===== config.mk =====
export PLATFORM = sky130hd
export DESIGN_NAME = tone_burst_gen
export DESIGN_NICKNAME = d
export VERILOG_FILES = /design/src/rtl/tbg_pkg.sv /design/src/rtl/tbg_tick_div.sv /design/src/rtl/tbg_sine_rom.sv /design/src/rtl/tbg_burst_seq.sv /design/src/rtl/tone_burst_gen.sv
export SDC_FILE = /design/constraint.sdc
export NUM_CORES = 1
export LEC_CHECK = 0
export ABC_AREA = 1
export BUFFER_PORTS_ARGS = -buffer_cell sky130_fd_sc_hd__buf_2
export CORE_ASPECT_RATIO = 0.7
export CORE_MARGIN = 5
export CORE_UTILIZATION = 50
export DETAILED_ROUTE_END_ITERATION = 6
export PLACE_DENSITY = 0.79
export SLEW_MARGIN = 20
export SYNTH_ARGS = -nofsm -noshare
export SYNTH_HDL_FRONTEND = slang
export SYNTH_SLANG_ARGS = --single-unit

===== constraint.sdc =====
create_clock -name clk -period 1.9 [get_ports clk]
set_clock_uncertainty 0.2 [all_clocks]
set_input_delay 0.38 -clock clk [delete_from_list [all_inputs] [get_ports clk]]
set_output_delay 0.38 -clock clk [all_outputs]
set_load 0.005 [all_outputs]

===== src/rtl/tbg_pkg.sv =====
// Package tbg_pkg: shared types and helpers for the tone burst generator.
// Holds the sine table as a function and the converter word formatter.
package tbg_pkg;
    localparam int SAMPLES = 20;
    localparam int IDX_W   = 5;
    localparam int WORD_W  = 16;
    localparam logic [3:0] CFG_NIBBLE = 4'b0011;

    typedef enum logic [1:0] {PH_IDLE, PH_BURST, PH_GAP} phase_t;

    // One period of the tone, 20 points, mid-scale 127.
    function automatic logic [7:0] sine_point(input logic [IDX_W-1:0] i);
        case (i)
            5'd0:  return 8'd127;
            5'd1:  return 8'd166;
            5'd2:  return 8'd202;
            5'd3:  return 8'd230;
            5'd4:  return 8'd248;
            5'd5:  return 8'd254;
            5'd6:  return 8'd248;
            5'd7:  return 8'd230;
            5'd8:  return 8'd202;
            5'd9:  return 8'd166;
            5'd10: return 8'd127;
            5'd11: return 8'd88;
            5'd12: return 8'd52;
            5'd13: return 8'd24;
            5'd14: return 8'd6;
            5'd15: return 8'd0;
            5'd16: return 8'd6;
            5'd17: return 8'd24;
            5'd18: return 8'd52;
            5'd19: return 8'd88;
            default: return 8'd127;
        endcase
    endfunction

    // Place a sample in the middle of a converter command word.
    function automatic logic [WORD_W-1:0] fmt_dac_word(input logic [7:0] s);
        return {CFG_NIBBLE, s, 4'b0000};
    endfunction
endpackage


===== src/rtl/tbg_tick_div.sv =====
// tbg_tick_div: sample-rate divider. While run is high it pulses tick
// once every TICK_DIV clocks; when run is low the count is held at zero.
// Assumes TICK_DIV >= 2.
module tbg_tick_div #(
    parameter int TICK_DIV = 5000
) (
    input  logic clk,
    input  logic rst_n,
    input  logic run,
    output logic tick
);
    localparam int CW = (TICK_DIV > 1) ? $clog2(TICK_DIV) : 1;
    localparam logic [CW-1:0] LAST = CW'(TICK_DIV - 1);

    logic [CW-1:0] cnt;

    // Count clocks while running, wrapping at the divider limit.
    always_ff @(posedge clk) begin
        if (!rst_n || !run)
            cnt <= '0;
        else if (cnt == LAST)
            cnt <= '0;
        else
            cnt <= cnt + 1'b1;
    end

    assign tick = run && (cnt == LAST);
endmodule


===== src/rtl/tbg_sine_rom.sv =====
// tbg_sine_rom: combinational lookup of one table point.
// Assumes idx stays below SAMPLES; other values read mid-scale.
module tbg_sine_rom
    import tbg_pkg::*;
(
    input  logic [IDX_W-1:0] idx,
    output logic [7:0]       sample
);
    // Table lookup.
    always_comb sample = sine_point(idx);
endmodule


===== src/rtl/tbg_burst_seq.sv =====
// tbg_burst_seq: walks the table index, counts table passes and times
// the silent gap. fire marks a tick that must emit a sample.
// Assumes tick comes from a divider that is stopped during the gap.
module tbg_burst_seq
    import tbg_pkg::*;
#(
    parameter int CYCLES_PER_BURST = 250,
    parameter int GAP_CLKS         = 25_000_000
) (
    input  logic             clk,
    input  logic             rst_n,
    input  logic             enable,
    input  logic             tick,
    output phase_t           phase,
    output logic [IDX_W-1:0] idx,
    output logic             fire
);
    localparam int CYC_W = (CYCLES_PER_BURST > 1) ? $clog2(CYCLES_PER_BURST) : 1;
    localparam int GAP_W = (GAP_CLKS > 1) ? $clog2(GAP_CLKS) : 1;
    localparam logic [IDX_W-1:0] LAST_IDX = IDX_W'(SAMPLES - 1);
    localparam logic [CYC_W-1:0] LAST_CYC = CYC_W'(CYCLES_PER_BURST - 1);
    localparam logic [GAP_W-1:0] LAST_GAP = GAP_W'(GAP_CLKS - 1);

    logic [CYC_W-1:0] cyc;
    logic [GAP_W-1:0] gap;

    assign fire = tick && (phase == PH_BURST);

    // Phase, index, pass and gap bookkeeping.
    always_ff @(posedge clk) begin
        if (!rst_n || !enable) begin
            phase <= PH_IDLE;
            idx   <= '0;
            cyc   <= '0;
            gap   <= '0;
        end else begin
            case (phase)
                PH_IDLE: phase <= PH_BURST;
                PH_BURST: begin
                    if (tick) begin
                        if (idx == LAST_IDX) begin
                            idx <= '0;
                            if (cyc == LAST_CYC) begin
                                cyc   <= '0;
                                gap   <= '0;
                                phase <= PH_GAP;
                            end else begin
                                cyc <= cyc + 1'b1;
                            end
                        end else begin
                            idx <= idx + 1'b1;
                        end
                    end
                end
                PH_GAP: begin
                    if (gap == LAST_GAP)
                        phase <= PH_BURST;
                    else
                        gap <= gap + 1'b1;
                end
                default: phase <= PH_IDLE;
            endcase
        end
    end
endmodule


===== src/rtl/tone_burst_gen.sv =====
// tone_burst_gen: top of the test-tone burst generator. Divider, sequencer
// and table feed a registered word/strobe output.
// Assumes TICK_DIV >= 2 and CYCLES_PER_BURST, GAP_CLKS >= 1.
module tone_burst_gen
    import tbg_pkg::*;
#(
    parameter int TICK_DIV         = 5000,
    parameter int CYCLES_PER_BURST = 250,
    parameter int GAP_CLKS         = 25_000_000
) (
    input  logic        clk,
    input  logic        rst_n,
    input  logic        enable,
    output logic [15:0] dac_word,
    output logic        dac_valid
);
    phase_t           phase;
    logic [IDX_W-1:0] idx;
    logic             tick;
    logic             fire;
    logic             run;
    logic [7:0]       sample;

    assign run = enable && (phase != PH_GAP);

    tbg_tick_div #(.TICK_DIV(TICK_DIV)) u_div (
        .clk   (clk),
        .rst_n (rst_n),
        .run   (run),
        .tick  (tick)
    );

    tbg_burst_seq #(
        .CYCLES_PER_BURST (CYCLES_PER_BURST),
        .GAP_CLKS         (GAP_CLKS)
    ) u_seq (
        .clk    (clk),
        .rst_n  (rst_n),
        .enable (enable),
        .tick   (tick),
        .phase  (phase),
        .idx    (idx),
        .fire   (fire)
    );

    tbg_sine_rom u_rom (
        .idx    (idx),
        .sample (sample)
    );

    // Output register: load a formatted word and strobe on each fire.
    always_ff @(posedge clk) begin
        if (!rst_n) begin
            dac_word  <= '0;
            dac_valid <= 1'b0;
        end else begin
            dac_valid <= fire;
            if (fire)
                dac_word <= fmt_dac_word(sample);
        end
    end
endmodule


After elaboration in Yosys (flattened, before gate mapping)
Memory sizes are Yosys's and may differ from the RTL's. A register that Yosys moved wholly into a read port is not among the register bits.
Index checks and enable logic that the tools add are counted.
Operators by class
  $add $sub $neg: 4
  $mul: 0
  divide/modulo/power cells: 0
  order comparisons: 0
  equality and inequality tests: 12
  shifts and indexed selects: 0
  muxes and demuxes: 12
  bitwise logic cells: 0
  reductions and logical operators: 16
Operators with widths (number)
  25-bit two-way mux: 4
  25-bit one-hot mux with 2 select lines: 1
  25-bit by 1-bit adder with 25-bit output, second input constant: 1
  25-bit == test, second input constant: 1
  13-bit by 1-bit adder with 13-bit output, second input constant: 1
  13-bit == test, second input constant: 1
  8-bit by 1-bit adder with 8-bit output, second input constant: 1
  8-bit == test, second input constant: 1
  2-bit two-way mux: 4
  8-bit two-way mux: 1
  2-bit inequality test, second input constant: 4
  2-bit one-hot mux with 3 select lines: 1
  5-bit by 1-bit adder with 5-bit output, second input constant: 1
  5-bit == test, second input constant: 1
  5-bit two-way mux: 1
  5-bit AND reduction: 1
  1-bit logical NOT: 4
  2-bit by 1-bit inequality test with 1-bit output, second input constant: 2
  4-bit AND reduction: 1
  1-bit logical AND: 3
  3-bit AND reduction: 1
  2-bit by 1-bit == test with 1-bit output, second input constant: 1
  2-bit == test, second input constant: 1
  2-bit logical NOT: 1
  4 further kinds: 5
Storage, ports and cells
  flip-flop bits (word level): 63
  latch bits: 0
  RAM bits: 0
  memory bits (read-only): 256
  bits of input ports: 3
  output and inout bits: 17
  word-level logic and storage cells: 52
  memories kept: 1
Memory list
  (no name shown): depth 32, width 8, read ports 1, clocked after Yosys merged registers in 1, write ports 0, line tbg_pkg.sv:13  | case (i)

Longest topological paths before layout
Gate-level depths: netlist of the first run.
  word-level depth: 5
  gate-level depth with buffers: 11
  mapped depth without buffers: 11

By module
Synthesis of the first run repeated with hierarchy kept, for this count alone.
Second synthesis, totals
  cells, all modules: 637
  area total of the unflattened synthesis: 4083.9 µm²
Modules (own cells, without submodules)
  tbg_burst_seq: instances 1, cells an instance 401, area each 2528.7 µm²
  tbg_tick_div: instances 1, cells an instance 96, area each 654.4 µm²
  tone_burst_gen: instances 1, cells an instance 67, area each 510.5 µm²
  tbg_sine_rom: instances 1, cells an instance 73, area each 390.4 µm²

Worst setup path after synthesis of the first run
OpenSTA, ideal clock, no wires.
  path type: flip-flop to flip-flop
  from: reg u_seq.idx[0]
  to: reg u_seq.gap[7]
  arrival: 1.481 ns
  required time: 1.562 ns
  setup slack: 0.080 ns
  stages on the path, launching flop included: 9
  buffers on the path: 2
  cells stage by stage: dfxtp_1 ha_1 nand3_4 nor2_4 nand3_4 buf_6 buf_6 nand3_1 a21oi_1
On the way
  word-level cells in the longest chain between the ends: 3
Ends and longest elaborated chain
  from (decl): line tbg_burst_seq.sv:15  | output logic [IDX_W-1:0] idx,
  from (signal assigned): line tbg_burst_seq.sv:51  | idx <= idx + 1'b1;
  5-bit == test: line tbg_burst_seq.sv:41  | if (idx == LAST_IDX) begin
  2-bit inequality test (no source line)
  5-bit AND reduction (no source line)
  to (signal assigned): line tbg_burst_seq.sv:59  | gap <= gap + 1'b1;
  to (decl): line tbg_burst_seq.sv:25  | logic [GAP_W-1:0] gap;
No other way between the ends.
A chain may end at the register's enable or synchronous reset.

Worst setup path in the final report of the first run
  from: reg u_seq.cyc[1]
  to: reg u_seq.cyc[2]
On the way
  word-level cells in the longest chain between the ends: 2
  elaborated cells on any way between the ends: 3
  classes of those cells: add/sub: 1; eq/ne: 1; mux: 1
Ends and longest elaborated chain
  from (decl): line tbg_burst_seq.sv:24  | logic [CYC_W-1:0] cyc;
  from (signal assigned): line tbg_burst_seq.sv:48  | cyc <= cyc + 1'b1;
  8-bit by 1-bit adder with 8-bit output or 8-bit == test (tied branches): line tbg_burst_seq.sv:48, tbg_burst_seq.sv:43
  8-bit two-way mux *: line tbg_burst_seq.sv:43  | if (cyc == LAST_CYC) begin
Mark *: on every way between the ends. The rest lies on a longest branch, timed or not.

==> flow_summary.toml, run 1 <==
[run_status]
status = "finished, final reports clean"

[logic_synthesis]
synthSimpleGateAreaFrac_pct = 40.46
synth_xor_area_share_pct = 2.255
ys_seq_area_share_pct = 32.47
synth_ff_type = "dfxtp_1"
synth_top_family_by_area = "simple AND/OR/NAND/NOR gates"
netlist_area_mm2 = 0.003884
yosysWarnings = 0
syn_inst = 594
yosysUniqueCellTypes = 39
synth_compound_area_share_pct = 11.18
synth_fa_ha_area_share_pct = 4.832
syn_area_per_cell_um2 = 6.538
synthMuxAreaShare_pct = 0
synth_edf_count = 0
async_reset_ff_share_pct = 0
synth-seq-cells = 63

[final_layout]
drive_gt1_share_pct = 20.75
final_cells = 739
regArea_mm2 = 0.001277
design_area_mm2 = 0.004587
multi_input_area_mm2 = 0.002440
final_cell_mix = "nand2_1 (166), nor2_1 (74), nand3_1 (58)"
synthToLayoutAreaGrowth_pct = 18.11
nets = 654
fin_util_pct = 61.84
antenna_cells = 0
layout_commonest_cell = "nand2_1"
fillers = 653

[timing]
period_share_pct = 98.04
max_freq_mhz = 536.8
min_period_ns = 1.863
setup_viol = 0
hold-worst-slack_ns = 0.1320
hold_viol = 0
drv_slew = 0

[floorplan]
die_x_um = 115.3
core.rowCount = 26
start_util_pct = 52.36
io_pins = 20
die_area_mm2 = 0.009658
die_h_um = 83.74
core-area_mm2 = 0.007417

[power_and_ir_drop]
total_power_mw = 2.575
ir_worst_vdd_mv = 0.2733
p_per_area_mw_per_mm2 = 561.4
leakage_nw = 1.788

[cts]
cts_buffers = 9
cts.clk_slew.worst_paths_ns = 0.07
clock-sinks = 63
hold_buffers = 0
tritoncts = "built"
cts-htree-levels = 3
cts.path.max_buffers = 2
clock_latency_ns = 0.35
ctsRootBufferMaster = "clkbuf_8"

[drt]
ant_nets = 0
vias_per_cell = 5.333
dr.max_layer_used = "met4"
dr.pass1.iters = 6
finalWirelength_mm = 9.843
wl_per_cell_um = 13.32
drc = 0
detailedRoute.firstIterationViolations = 367
wl_met1_mm = 4.531
met3_length_um = 746
vias = 3941
wl_met2_mm = 4.414

[worst_setup_path]
crit_path_start_kind = "flop"
cp.arrival_ns = 1.95
cp.required_ns = 1.99
cp-startpoint = "u_seq.cyc[1]"
criticalPathCategory = "flop to flop"
rr_startpoint = "u_seq.cyc[1]"
cp_max_fo = 8
end_kind = "flop"

[grt]
track_usage_pct = 20.45
grt_pass1_vias = 3670
grt_remaining_overflow = 0
grt_first_pass_wirelength_mm = 16.37
antenna_found_initial = 0
grt_max_degree = 32

[worst_hold_path]
holdCritPathClass = "input port to flop"
hold_start = "rst_n"

[placed_design]
post_dp_cell_area_mm2 = 0.004167
dp_hpwl_mm = 6.766
dp.cells = 718
portBuffers = 13
routabilityCongestion = 0.9421

[job]
drv_cap = 0
[sequential cells by signal, summed over array words and instances, names as in the netlist]
name / flops
dac_word: 9
u_seq.gap: 25
u_seq.cyc: 8
u_div.cnt: 13
u_seq.idx: 5
u_seq.phase: 2
dac_valid: 1
[worst max-delay path, stage by stage, from the launching register on]
cell and delay [ns]:
dfxtp_1 0.39, inv_1 0.06, ha_1 0.17, nand3_1 0.07
nand2b_1 0.18, inv_1 0.17, nor3b_1 0.32, nand2_2 0.11
a21oi_2 0.13
[power by group]
part,total [mW],internal (mW),switching [mW]
Sequential,1.33,1.32,0.00304
Combinational,0.0612,0.0160,0.0452
Clock,1.19,0.642,0.547
Total,2.58,1.98,0.595
[logic make-up after synthesis]
| kind of cell | count (synthesis) |
|---|---|
| compound gates | 77 |
| buf+inv | 72 |
| fa+ha+maj | 15 |
| other cells | 1 |
| simple gates | 356 |
| flops | 63 |
| xor+xnor | 10 |
[final cells by class]
type                       count  share of cell area, %
clock inverter                 5                  1.255
multi-input combinational    464                  53.19
inverter                      53                  4.337
sequential                    63                  27.85
tap                           98                  2.673
timing repair buffer          45                  7.610
clock buffer                  11                  3.082
[per-stage QoR]
stage	worst slack (ns)	setup TNS, ns
global placement	0.06187	0
floorplan	0.08031	0
CTS	0.002077	0
global route	-0.03336	-0.3433
detailed placement	-0.01655	-0.03677
finish	0.03728	0
[final timing paths]
check	to	slack [ns]	cells past startpoint
worst max register to register	u_seq.cyc[2]	0.04	8
worst min register to register	u_div.cnt[0]	0.24	1
worst min-delay path	dac_word[12]	0.13	3
worst max-delay path	u_seq.cyc[2]	0.04	8
[layer usage]
| layer | track usage [%] | up-vias |
|---|---|---|
| met5 | 0 | - |
| met4 | 7.569 | 0 |
| met3 | 5.000 | 19 |
| met2 | 30.67 | 141 |
| met1 | 28.18 | 1789 |
| li1 | - | 1992 |
[Yosys cell counts, types with 4 or more instances]
cell / n / share of area, %
nor2_2: 5 / 0.81
inv_1: 42 / 4.1
buf_4: 9 / 1.7
nor3b_1: 4 / 0.77
o21ai_1: 9 / 1.2
inv_2: 9 / 0.87
nand2_2: 5 / 0.81
nor2_1: 81 / 7.8
nand3_1: 60 / 7.7
clkbuf_1: 6 / 0.58
ha_1: 15 / 4.8
nand4_1: 6 / 0.97
nand2_1: 173 / 17
o21ai_0: 9 / 1.2
o21bai_1: 5 / 0.97
o211ai_1: 4 / 0.77
dfxtp_1: 63 / 32
xor2_1: 8 / 1.8
a21oi_1: 40 / 5.2
or2_2: 6 / 0.97
a21oi_2: 4 / 0.90
[repair_timing]
action                                  4_1_cts  5_1_grt
pin swaps                                     2       10
gates cloned                                  0        0
resized for setup                             4       48
endpoints found under the hold margin         0        0
endpoints found under the setup margin       14       52
setup buffers                                 3        2
Note: power is estimated with default switching activity, not from simulation.
==> inputs of run 2 (changes only) <==
CORE_ASPECT_RATIO = not set   (was 0.7)
SYNTH_HIERARCHICAL = 1   (was not set)
==> run 2 against run 1 <==
The flow now finishes with violations (negative setup slack). Clock power grew 9%. Hold slack better by 0.13 ns. Routed wire length is 0.30% lower. Global-route usage down 0.61 points. Fmax shrank 4.6%. Total power up 4.7%. Non-clock buffer count rose by 24. Register-to-register slack got worse by 0.09 ns. First-iteration DRC count down 42%. Sequential share of layout area down 2.2 points. Largest power group unchanged. Highest routed layer unchanged.
==> flow_summary.toml, run 2 <==
[timing]
period_share_pct = 102.7
min_period_ns = 1.952
setup_viol = 22
fin_setup_tns_ns = -0.8007
rsz0062_at_grt = "yes"
drv_slew = 0
max_freq_mhz = 512.2
setup_ws_ns = -0.05219
hold_viol = 0

[power_and_ir_drop]
comb_power_share_pct = 2.4
ir_worst_vdd_mv = 0.3561
p_clk_share_pct = 48.4
p_per_area_mw_per_mm2 = 547.0
swShare_pct = 21.85
cellInternalPower_mw = 2.106
power.share.sequential_pct = 49.2
p_sw_mw = 0.5889
total_power_mw = 2.695
leakage_nw = 1.949

[final_layout]
drive_gt1_share_pct = 21.48
synthToLayoutAreaGrowth_pct = 20.65
antenna_cells = 0
regArea_mm2 = 0.001264
top_register = "u_seq/gap"
layout_commonest_cell = "nand2_1"
nets = 716
fillers = 755
fin_util_pct = 60.88
final_cell_mix = "nand2_1 (164), nor2_1 (87), inv_1 (75)"
final_cells = 808
largest_register_ffs = 25
largestRegisters = "u_seq/gap (25), u_div/cnt (13), dac_word (9)"
multi_input_area_mm2 = 0.002462

[logic_synthesis]
synth.top_cell.area_share_pct = 30.88
synth_most_common_cell = "nand2_1"
synth_fa_ha_area_share_pct = 4.289
synth_compound_area_share_pct = 7.843
yosysTopAreaCell = "dfxtp_1"
synth_edf_count = 0
syn_inst = 637
netlist_area_mm2 = 0.004084
synth_xor_area_share_pct = 2.145
yosysUniqueCellTypes = 39
synthSimpleGateAreaFrac_pct = 42.43
syn_area_per_cell_um2 = 6.411
synth-seq-cells = 63
synth_top_family_by_area = "simple AND/OR/NAND/NOR gates"
synthMuxAreaShare_pct = 0
yosysWarnings = 6
async_reset_ff_share_pct = 0
synth_commonest_cells = "nand2_1 (165), nor2_1 (92), inv_1 (77), nand3_1 (68), dfxtp_1 (63)"
ys_seq_area_share_pct = 30.88
synth_area_leaders = "dfxtp_1 (31%), nand2_1 (15%), nor2_1 (8.5%), nand3_1 (8.3%), inv_1 (7.1%)"
synth_ff_type = "dfxtp_1"

[floorplan]
core-area_mm2 = 0.008093
core.rowCount = 33
die_h_um = 100.4
die_area_mm2 = 0.01008
die_x_um = 100.4
io_pins = 20
start_util_pct = 50.46

[run_status]
status = "complete, but fails checks"
violations = "negative setup slack"

[cts]
hold_buffers = 0
cts-htree-levels = 3
ctsRootBufferMaster = "clkbuf_8"
cts.path.max_buffers = 2
cts.clk_slew.worst_paths_ns = 0.07
cts_buffers = 9
clock_latency_ns = 0.35
tritoncts = "built"
clock-sinks = 63

[placed_design]
portBuffers = 13
pre_cts_slack_ns = -0.1542
dp.cells = 788
routabilityCongestion = 0.9037
dp_hpwl_mm = 6.907

[job]
drv_cap = 0

[drt]
dr.pass1.iters = 5
vias_per_cell = 5.162
vias = 4171
ant_nets = 0
drc = 0
wl_per_cell_um = 12.14
finalWirelength_mm = 9.813
detailedRoute.firstIterationViolations = 214

[grt]
grt_pass1_vias = 4026
grt_remaining_overflow = 0
antenna_found_initial = 0
grt_first_pass_wirelength_mm = 16.63
grt_max_degree = 24
track_usage_pct = 19.83

[worst_setup_path]
cp.required_ns = 1.94
crit_path_start_kind = "flop"
rr_startpoint = "u_div/cnt[1]"
cp_max_fo = 21
cp-startpoint = "u_div/cnt[1]"
end_kind = "flop"
criticalPathCategory = "flop to flop"
cp.arrival_ns = 2.00

[worst_hold_path]
hold_start = "dac_word[12]"
holdCritPathClass = "flop to flop"
[run 2: cell types whose count changed in the layout (fill, tap and decap cells not counted), sizes merged, moves of 3 or more]
cell    delta
o21bai     -3
buf       +23
nand2      -5
inv       +28
o211ai     -3
nor2      +25
o21ai      -6
or2        -5
a21oi     -10
nand4     +11
nor3       +7
clkinv     -3
nand3      +5
[run 2: what timing repair did]
action	in CTS	in global routing
gates resized for setup	13	16
endpoints found under the setup margin	36	49
setup buffers	1	3
cloned	0	2
pin swaps	2	8
[run 2: power groups by stage]
stage	clock [mW]	combinational, mW	sequential, mW
global route	1.39	0.0716	1.33
detailed placement	0	0.0618	1.36
finish	1.30	0.0648	1.33
CTS	1.33	0.0631	1.33
global placement	0	0.0604	1.36
floorplan	0	0.0516	1.36
[run 2: area by class of cell]
type / instances / area share, %
Sequential cell: 63 / 25.65
Inverter: 81 / 6.298
Clock inverter: 4 / 1.422
Clock buffer: 11 / 2.869
Timing Repair Buffer: 69 / 11.12
Tap cell: 105 / 2.666
Multi-Input combinational cell: 475 / 49.97
[run 2: kinds of logic (layout without fill, tap and decap cells)]
logic type	after synthesis	after routing
DFF	63	63
and+or+nand+nor	390	390
xor gates and xnor gates	10	10
buffers and inverters	104	165
adders and majority gates	14	14
other	1	6
AOI/OAI and AO/OA	55	55
[run 2: per-layer routing]
metal	up-vias	global-route usage [%]	share of wire [%]
met1	1897	23.54	44
met5	-	0	0
li1	2125	-	-
met2	132	34.10	48
met3	17	4.170	5.7
met4	0	9.223	1.7
[run 2: metrics by stage]
step / cell area (um^2) / hold slack, ns
3_3_place_gp: 4556 / 0.2419
2_1_floorplan: 4146 / 0.2294
4_1_cts: 4825 / 0.2605
3_5_place_dp: 4556 / 0.2534
5_1_grt: 4927 / 0.2777
6_report: 4927 / 0.2632
[run 2: final timing paths]
check | cells past startpoint | slack [ns] | endpoint
worst min register to register | 2 | 0.26 | dac_word[12]
worst max-delay path | 13 | -0.05 | u_seq/gap[14]
worst max register to register | 13 | -0.05 | u_seq/gap[14]
worst min-delay path | 2 | 0.26 | dac_word[12]
[run 2: worst max-delay path, cell delays in order (launching register included)]
cell	delay (ns)
dfxtp_2	0.35
ha_4	0.15
nand2_4	0.06
nor2_4	0.08
nand3_2	0.09
nor2_4	0.13
nand2_2	0.08
nor2_4	0.12
inv_2	0.06
nor2_4	0.13
inv_4	0.07
buf_12	0.15
nand3_1	0.11
a21oi_2	0.06
